**config.mk**
```make
export PLATFORM = sky130hd
export DESIGN_NAME = multisize_tlb_match
export DESIGN_NICKNAME = d
export VERILOG_FILES = /design/src/rtl/tlbm_pkg.sv /design/src/rtl/tlbm_ctrl.sv /design/src/rtl/tlbm_array.sv /design/src/rtl/tlbm_resolve.sv /design/src/rtl/multisize_tlb_match.sv
export SDC_FILE = /design/constraint.sdc
export NUM_CORES = 2
export LEC_CHECK = 0
export BUFFER_PORTS_ARGS = -buffer_cell sky130_fd_sc_hd__buf_4
export CAP_MARGIN = 20
export CORE_ASPECT_RATIO = 1.4
export CORE_MARGIN = 2
export CORE_UTILIZATION = 60
export CTS_CLUSTER_DIAMETER = 200
export DETAILED_ROUTE_END_ITERATION = 12
export PLACE_DENSITY_LB_ADDON = 0.3
export SYNTH_ARGS = -nofsm -noshare
export SYNTH_HDL_FRONTEND = slang
export SYNTH_HIERARCHICAL = 1
export SYNTH_SLANG_ARGS = --single-unit
```
**constraint.sdc**
```tcl
create_clock -name clk -period 6.5 [get_ports clk]
set_input_delay 0.65 -clock clk [delete_from_list [all_inputs] [get_ports clk]]
set_output_delay 0.65 -clock clk [all_outputs]
set_load 0.1 [all_outputs]
```
**src/rtl/tlbm_pkg.sv**
```systemverilog
package tlbm_pkg;

  localparam int VA_W       = 32;
  localparam int PAGE_SHIFT = 10;
  localparam int VPN_W      = VA_W - PAGE_SHIFT;
  localparam int ASID_W     = 8;

  typedef enum logic [1:0] {
    SZ_1K  = 2'd0,
    SZ_4K  = 2'd1,
    SZ_64K = 2'd2,
    SZ_1M  = 2'd3
  } pageSize_e;

  // Tag half of an entry: the fields that take part in matching.
  typedef struct packed {
    logic              valid;
    logic [ASID_W-1:0] asid;
    logic              shared;
    pageSize_e         size;
    logic [VPN_W-1:0]  vpn;
  } entryTag_t;

  // Strobes from control to the entry array.
  typedef struct packed {
    logic loadEn;
    logic asidChk;
  } ctrlStrobe_t;

  function automatic int offsetBits(pageSize_e sz);
    case (sz)
      SZ_1K:   return PAGE_SHIFT;
      SZ_4K:   return PAGE_SHIFT + 2;
      SZ_64K:  return PAGE_SHIFT + 6;
      default: return PAGE_SHIFT + 10;
    endcase
  endfunction

  // Mask of the address bits above the page offset.
  function automatic logic [VA_W-1:0] pageMask(pageSize_e sz);
    return {VA_W{1'b1}} << offsetBits(sz);
  endfunction

endpackage

```
**src/rtl/tlbm_ctrl.sv**
```systemverilog
module tlbm_ctrl
  import tlbm_pkg::*;
#(
  parameter int NUM_ENTRIES = 16,
  parameter int IDX_W       = 4
) (
  input  logic             wrEn,
  input  logic [IDX_W-1:0] wrIdx,
  input  logic             singleVirt,
  input  logic             privMode,
  output ctrlStrobe_t      strobe
);

  logic loadEn;

  // An index beyond the last entry is dropped; only needed when the
  // entry count leaves unused index codes.
  generate
    if (NUM_ENTRIES == (1 << IDX_W)) begin : gFullIdx
      assign loadEn = wrEn;
    end else begin : gPartIdx
      assign loadEn = wrEn && (int'(wrIdx) < NUM_ENTRIES);
    end
  endgenerate

  // identifiers count only for an unprivileged, multi-space context
  assign strobe.loadEn  = loadEn;
  assign strobe.asidChk = !singleVirt && !privMode;

endmodule

```
**src/rtl/tlbm_array.sv**
```systemverilog
module tlbm_array
  import tlbm_pkg::*;
#(
  parameter int NUM_ENTRIES = 16,
  parameter int IDX_W       = 4,
  parameter int PPN_W       = 19,
  parameter int PROT_W      = 2
) (
  input  logic                                clk,
  input  logic                                rstN,
  input  ctrlStrobe_t                         strobe,
  input  logic [IDX_W-1:0]                    wrIdx,
  input  entryTag_t                           wrTag,
  input  logic [PPN_W-1:0]                    wrPpn,
  input  logic [PROT_W-1:0]                   wrProt,
  input  logic                                wrDirty,
  input  logic [ASID_W-1:0]                   curAsid,
  input  logic [VA_W-1:0]                     lookupAddr,
  output logic [NUM_ENTRIES-1:0]              matchVec,
  output logic [NUM_ENTRIES-1:0][PPN_W-1:0]   entPpn,
  output logic [NUM_ENTRIES-1:0][PROT_W-1:0]  entProt,
  output logic [NUM_ENTRIES-1:0]              entDirty
);

  generate
    for (genvar i = 0; i < NUM_ENTRIES; i++) begin : gEntry
      entryTag_t          tagQ;
      logic [PPN_W-1:0]   ppnQ;
      logic [PROT_W-1:0]  protQ;
      logic               dirtyQ;
      logic               selThis;
      logic [VA_W-1:0]    baseAddr;
      logic [VA_W-1:0]    cmpMask;
      logic               asidOk;
      logic               rangeOk;

      assign selThis = strobe.loadEn && (wrIdx == IDX_W'(i));

      // cleared by reset, replaced on the edge after a write
      always_ff @(posedge clk) begin
        if (!rstN) begin
          tagQ   <= '0;
          ppnQ   <= '0;
          protQ  <= '0;
          dirtyQ <= 1'b0;
        end else if (selThis) begin
          tagQ   <= wrTag;
          ppnQ   <= wrPpn;
          protQ  <= wrProt;
          dirtyQ <= wrDirty;
        end
      end

      // compare only the bits above this entry's page offset
      assign baseAddr = {tagQ.vpn, {PAGE_SHIFT{1'b0}}};
      assign cmpMask  = pageMask(tagQ.size);
      assign rangeOk  = ((lookupAddr ^ baseAddr) & cmpMask) == '0;

      // a global entry or an equal identifier passes the space test
      assign asidOk   = !strobe.asidChk || tagQ.shared || (tagQ.asid == curAsid);

      // the valid bit gates everything
      assign matchVec[i] = tagQ.valid && asidOk && rangeOk;
      assign entPpn[i]   = ppnQ;
      assign entProt[i]  = protQ;
      assign entDirty[i] = dirtyQ;
    end
  endgenerate

endmodule

```
**src/rtl/tlbm_resolve.sv**
```systemverilog
module tlbm_resolve #(
  parameter int NUM_ENTRIES = 16,
  parameter int IDX_W       = 4,
  parameter int PPN_W       = 19,
  parameter int PROT_W      = 2
) (
  input  logic [NUM_ENTRIES-1:0]              matchVec,
  input  logic [NUM_ENTRIES-1:0][PPN_W-1:0]   entPpn,
  input  logic [NUM_ENTRIES-1:0][PROT_W-1:0]  entProt,
  input  logic [NUM_ENTRIES-1:0]              entDirty,
  output logic                                hit,
  output logic                                miss,
  output logic                                multiHit,
  output logic [IDX_W-1:0]                    hitIdx,
  output logic [PPN_W-1:0]                    hitPpn,
  output logic [PROT_W-1:0]                   hitProt,
  output logic                                hitDirty
);

  logic             anyMatch;
  logic             extraMatch;
  logic [IDX_W-1:0] firstIdx;

  // Lowest-index priority scan; a second match flags the duplicate.
  always_comb begin
    anyMatch   = 1'b0;
    extraMatch = 1'b0;
    firstIdx   = '0;
    for (int i = 0; i < NUM_ENTRIES; i++) begin
      if (matchVec[i]) begin
        if (anyMatch) begin
          extraMatch = 1'b1;
        end else begin
          anyMatch = 1'b1;
          firstIdx = IDX_W'(i);
        end
      end
    end
  end

  // one of three outcomes
  assign hit      = anyMatch && !extraMatch;
  assign miss     = !anyMatch;
  assign multiHit = extraMatch;
  assign hitIdx   = firstIdx;

  assign hitPpn   = hit ? entPpn[firstIdx]   : '0;
  assign hitProt  = hit ? entProt[firstIdx]  : '0;
  assign hitDirty = hit ? entDirty[firstIdx] : 1'b0;

endmodule

```
**src/rtl/multisize_tlb_match.sv**
```systemverilog
module multisize_tlb_match
  import tlbm_pkg::*;
#(
  parameter  int NUM_ENTRIES = 16,
  parameter  int PPN_W       = 19,
  parameter  int PROT_W      = 2,
  localparam int IDX_W       = (NUM_ENTRIES > 1) ? $clog2(NUM_ENTRIES) : 1
) (
  input  logic              clk,
  input  logic              rstN,
  input  logic              wrEn,
  input  logic [IDX_W-1:0]  wrIdx,
  input  logic              wrValid,
  input  logic [ASID_W-1:0] wrAsid,
  input  logic              wrShared,
  input  logic [1:0]        wrSize,
  input  logic [VPN_W-1:0]  wrVpn,
  input  logic [PPN_W-1:0]  wrPpn,
  input  logic [PROT_W-1:0] wrProt,
  input  logic              wrDirty,
  input  logic [ASID_W-1:0] curAsid,
  input  logic              singleVirt,
  input  logic              privMode,
  input  logic [VA_W-1:0]   lookupAddr,
  output logic              hit,
  output logic              miss,
  output logic              multiHit,
  output logic [IDX_W-1:0]  hitIdx,
  output logic [PPN_W-1:0]  hitPpn,
  output logic [PROT_W-1:0] hitProt,
  output logic              hitDirty
);

  ctrlStrobe_t                        strobe;
  entryTag_t                          wrTag;
  logic [NUM_ENTRIES-1:0]             matchVec;
  logic [NUM_ENTRIES-1:0][PPN_W-1:0]  entPpn;
  logic [NUM_ENTRIES-1:0][PROT_W-1:0] entProt;
  logic [NUM_ENTRIES-1:0]             entDirty;

  assign wrTag.valid  = wrValid;
  assign wrTag.asid   = wrAsid;
  assign wrTag.shared = wrShared;
  assign wrTag.size   = pageSize_e'(wrSize);
  assign wrTag.vpn    = wrVpn;

  tlbm_ctrl #(
    .NUM_ENTRIES(NUM_ENTRIES),
    .IDX_W      (IDX_W)
  ) uCtrl (
    .wrEn      (wrEn),
    .wrIdx     (wrIdx),
    .singleVirt(singleVirt),
    .privMode  (privMode),
    .strobe    (strobe)
  );

  tlbm_array #(
    .NUM_ENTRIES(NUM_ENTRIES),
    .IDX_W      (IDX_W),
    .PPN_W      (PPN_W),
    .PROT_W     (PROT_W)
  ) uArray (
    .clk       (clk),
    .rstN      (rstN),
    .strobe    (strobe),
    .wrIdx     (wrIdx),
    .wrTag     (wrTag),
    .wrPpn     (wrPpn),
    .wrProt    (wrProt),
    .wrDirty   (wrDirty),
    .curAsid   (curAsid),
    .lookupAddr(lookupAddr),
    .matchVec  (matchVec),
    .entPpn    (entPpn),
    .entProt   (entProt),
    .entDirty  (entDirty)
  );

  tlbm_resolve #(
    .NUM_ENTRIES(NUM_ENTRIES),
    .IDX_W      (IDX_W),
    .PPN_W      (PPN_W),
    .PROT_W     (PROT_W)
  ) uResolve (
    .matchVec(matchVec),
    .entPpn  (entPpn),
    .entProt (entProt),
    .entDirty(entDirty),
    .hit     (hit),
    .miss    (miss),
    .multiHit(multiHit),
    .hitIdx  (hitIdx),
    .hitPpn  (hitPpn),
    .hitProt (hitProt),
    .hitDirty(hitDirty)
  );

endmodule

```
==> results.md <==
* Status: finished clean
* Hold Buf Count CTS at 0
* Main flop type after synthesis: dfxtp_1
* Final Hold Viols at 0
* Number of fill cells at 6,024
* Clock Tree Root: clkbuf_16
* Fmax at 0.1669 GHz
* NetSw at 2.710 mW
* # IOs at 134
* Switching Share at 23.59%
* Clock-pin slew of the registers on the worst-case setup and hold paths at 0.06 ns
* Die ar. at 74,420 um2
* First-pass GRT wire length at 190,500 um
* Initial Utilization at 60.56%
* Netlist cell types at 57
* DP Area at around 44,000 um2
* Gate power share at 6.8%
* Via count at approximately 35,000
* Internal power at 8.781 mW
* CTS sink cnt at 896
* Vias per cell at 5.867
* RSZ-0062 raised after global routing: no
* Clk Latency, worst-skew pair at 0.65 ns
* Top cell type's share of synthesized area at 41.40%
* DR WL/cell at about 21 um
* Hold endpoint: uArray/gEntry[4].dirtyQ$_SDFFE_PN0P_
* Most frequent cell after synthesis: nand2_1
* Drt initial violations at 2,831
* Startpoint types: register
* Required time worst endpoint at 5.85 ns
* RD Place Congestion at 0.8946
* DR DRC count at 0
* Largest cells by area after synthesis: dfxtp_1 (41%), nand2_1 (16%), a21boi_1 (11%)
* Worst path slowest cell: a2111oi_2
* Largest area contributor in the netlist: dfxtp_1
* Avg Inst Size Synth at slightly above 8 um2
* Buffers on Ports at 123
* Die X-Extent at 231.1 um
* Worst vdd ir at 226.9 uV
* Setup ws final at 0.5082 ns
* Layout area overhead at 7.675%
* #FFs+latches synth at 896
* Arrival @ worst endpoint at between 5 and 6 ns
* Setup crit end kind: output port
* Async S/R FF share, synth at 0%
* Initial antenna violation count at 4
* Slew @ Worst Pin at approximately 1.1 ns
* Post-route clock period utilization at ~90%
* Max Buffers Root-to-Sink at 3
* Critical Path Fanout Max at 41
* Clock Power Share at 44.4%
* Max H-tree Level at 3
* Fin nets at 5,097
* Clock Skew at 0 ns
* Core area at 71,550 um2
* Total Wirelength at 125,100 um
* Power share of the sequential group at slightly below 50%
* Post-synthesis cell area at 43,330 um2
* Max_slew headroom at 23.45%
* Pwr/cell area at 246.3 nW/um2
* 1st-pass router iterations at 6
* Height of the chip at around 320 um
* Ratio of cells with drive above 1 in the final layout at around 7.8%
* Post-layout minimum cycle time at 5.992 ns
* Pre-CTS setup slack at 0.7362 ns
* Antenna-violating nets left at 0
* R2r startpoint: uArray/gEntry[11].ppnQ[6]$_SDFFE_PN0P_
* Max_cap viols at 0
* PostCTS Resize Cnt at 0
* Hold_sp: wrDirty
* Post-synth EDFFs at 0
* R2R setup slack at around 5.8 ns
* Syn nets at between 5,000 and 6,000
* CTS tree: yes
* Worst reg2reg path depth at 2
* Max Slew Vio Count at 0
* Hold WC Path Type: in -> reg
* Number of global-route vias before repair at 33,670
* Post-Synthesis Cells at 5,253
* Setup tns final at 0 ns
* Kind of critical path: reg -> out
* CTS buffer count at 86
* Final setup viols at 0
* Largest net degree at the start of global routing at 221
* WHS Path Cells at 3
* CP Cell Sequence: xor2_1, nor4_1, o211ai_1, a2111oi_2, or4_1, nor2_1, a221oi_4, buf_12, buf_12, mux2i_1, mux2i_1, a22oi_1, nand2_1, buf_4
* Num rows at 116
* R2r endpoint: uArray/gEntry[11].ppnQ[6]$_SDFFE_PN0P_
* Post-CTS setup buffers at 0
* Hpwl dp at 69,340 um
* Cell leakage power at 16.91 nW
* GRT overflow at 0
* Max incr delay on CP at 0.85 ns
* Sequential cell area at 17,940 um2
* Syn. warnings at 6
* Seq/Total Area, Yosys at 41.40%
* Area of the multi-input gates at 23,250 um2
* GRT Resource Usage Total at 32.90%
* Commonest cells in the netlist: nand2_1 (1,830), dfxtp_1 (896), a21boi_1 (636)
* Final Cell Area at between 40,000 and 50,000 um2
## power groups by stage
stage | combinational (mW) | clock, mW | sequential, mW
after floorplan | 0.554 | 0 | 5.72
after global placement | 0.764 | 0 | 5.72
after detailed placement | 0.772 | 0 | 5.72
after CTS | 0.776 | 5.15 | 5.60
after global routing | 0.837 | 5.36 | 5.61
final | 0.786 | 5.10 | 5.60
## state kept, by name, summed over array words and instances (netlist names)
name                    flops
uArray/gEntry.baseAddr    352
uArray/gEntry.tagQ        192
uArray/gEntry.dirtyQ       16
uArray/gEntry.ppnQ        304
uArray/gEntry.protQ        32
## cell type report
class | count | share of cell area (%)
clock buffers | 126 | 5.473
repair buffers | 174 | 3.057
clock inverters | 20 | 0.6061
multi-input cells | 3831 | 49.84
inverters | 3 | 0.02414
well taps | 944 | 2.532
diodes | 4 | 0.02145
flip-flops and latches | 896 | 38.44
## cells in the final DEF, fill, tap and decap left out, types with 8 or more instances in the layout
| master | Yosys | layout |
|---|---|---|
| a2111oi_2 | 16 | 16 |
| a21boi_0 | 260 | 260 |
| a21boi_1 | 636 | 636 |
| a21oi_1 | 21 | 21 |
| a22oi_1 | 44 | 44 |
| buf_12 | 1 | 9 |
| buf_4 | 44 | 164 |
| clkbuf_1 | 288 | 16 |
| clkbuf_16 | 0 | 87 |
| clkbuf_8 | 0 | 23 |
| clkinv_2 | 0 | 9 |
| dfxtp_1 | 896 | 896 |
| mux2i_1 | 264 | 264 |
| nand2_1 | 1830 | 1818 |
| nand2_2 | 0 | 8 |
| nand2b_1 | 20 | 20 |
| nand3_1 | 23 | 19 |
| nand4_1 | 16 | 16 |
| nor2_1 | 44 | 32 |
| nor2_4 | 0 | 12 |
| nor4_1 | 84 | 84 |
| nor4_2 | 17 | 17 |
| o211ai_1 | 16 | 16 |
| o21ai_1 | 16 | 16 |
| xnor2_1 | 64 | 64 |
| xor2_1 | 406 | 406 |
| xor2_2 | 10 | 10 |
## critical path, delay by kind of cell, from the launching register on
family	cells	cell delay, ns
multiplexers	2	0.43
XOR/XNOR	1	0.16
buffers and inverters	3	0.75
AO/OA/AOI/OAI	4	1.79
flip-flops	1	0.33
AND/OR/NAND/NOR	4	1.23
## worst max-delay path by stage
| stage | endpoint | slack [ns] | start | cells after the start |
|---|---|---|---|---|
| after global placement | hitPpn[13] | 0.80 | lookupAddr[14] | 15 |
| after detailed placement | hitPpn[13] | 0.74 | lookupAddr[14] | 15 |
| after global routing | hitPpn[11] | 0.30 | uArray/gEntry[5].baseAddr[14]$_SDFFE_PN0P_ | 14 |
| final | hitPpn[3] | 0.51 | uArray/gEntry[5].baseAddr[14]$_SDFFE_PN0P_ | 14 |
| after CTS | hitPpn[13] | 0.61 | uArray/gEntry[5].baseAddr[14]$_SDFFE_PN0P_ | 14 |
| after floorplan | hitPpn[10] | 0.46 | curAsid[6] | 14 |
## per-stage QoR
stage	hold slack [ns]	util, %	total power, mW	cells
after floorplan	0.4300	-	6.269	5253
after global placement	0.4350	61.23	6.485	5848
after detailed placement	0.4415	61.23	6.496	5848
after CTS	0.3087	65.19	11.53	5994
after global routing	0.3385	65.21	11.80	5998
final	0.3376	65.21	11.49	5998
## cell families (layout without fill, tap and decap cells)
family | Yosys count | in the layout | synth area share (%)
AOI/OAI and AO/OA | 1023 | 1023 | 17.79
muxes | 264 | 264 | 6.098
and+or+nand+nor | 2062 | 2062 | 19.30
xor gates and xnor gates | 480 | 480 | 9.875
buffers and inverters | 526 | 323 | 5.498
DFF | 896 | 896 | 41.40
adders and majority gates | 2 | 2 | 0.04909
other | 0 | 4 | 0
## metal layers
metal / global-route usage (%) / routed length [um]
met1: 38.85 / 49320
met2: 56.24 / 59980
met3: 4.356 / 8042
met4: 20.90 / 7748
met5: 0 / 0
(Power assumes the default switching activity.)
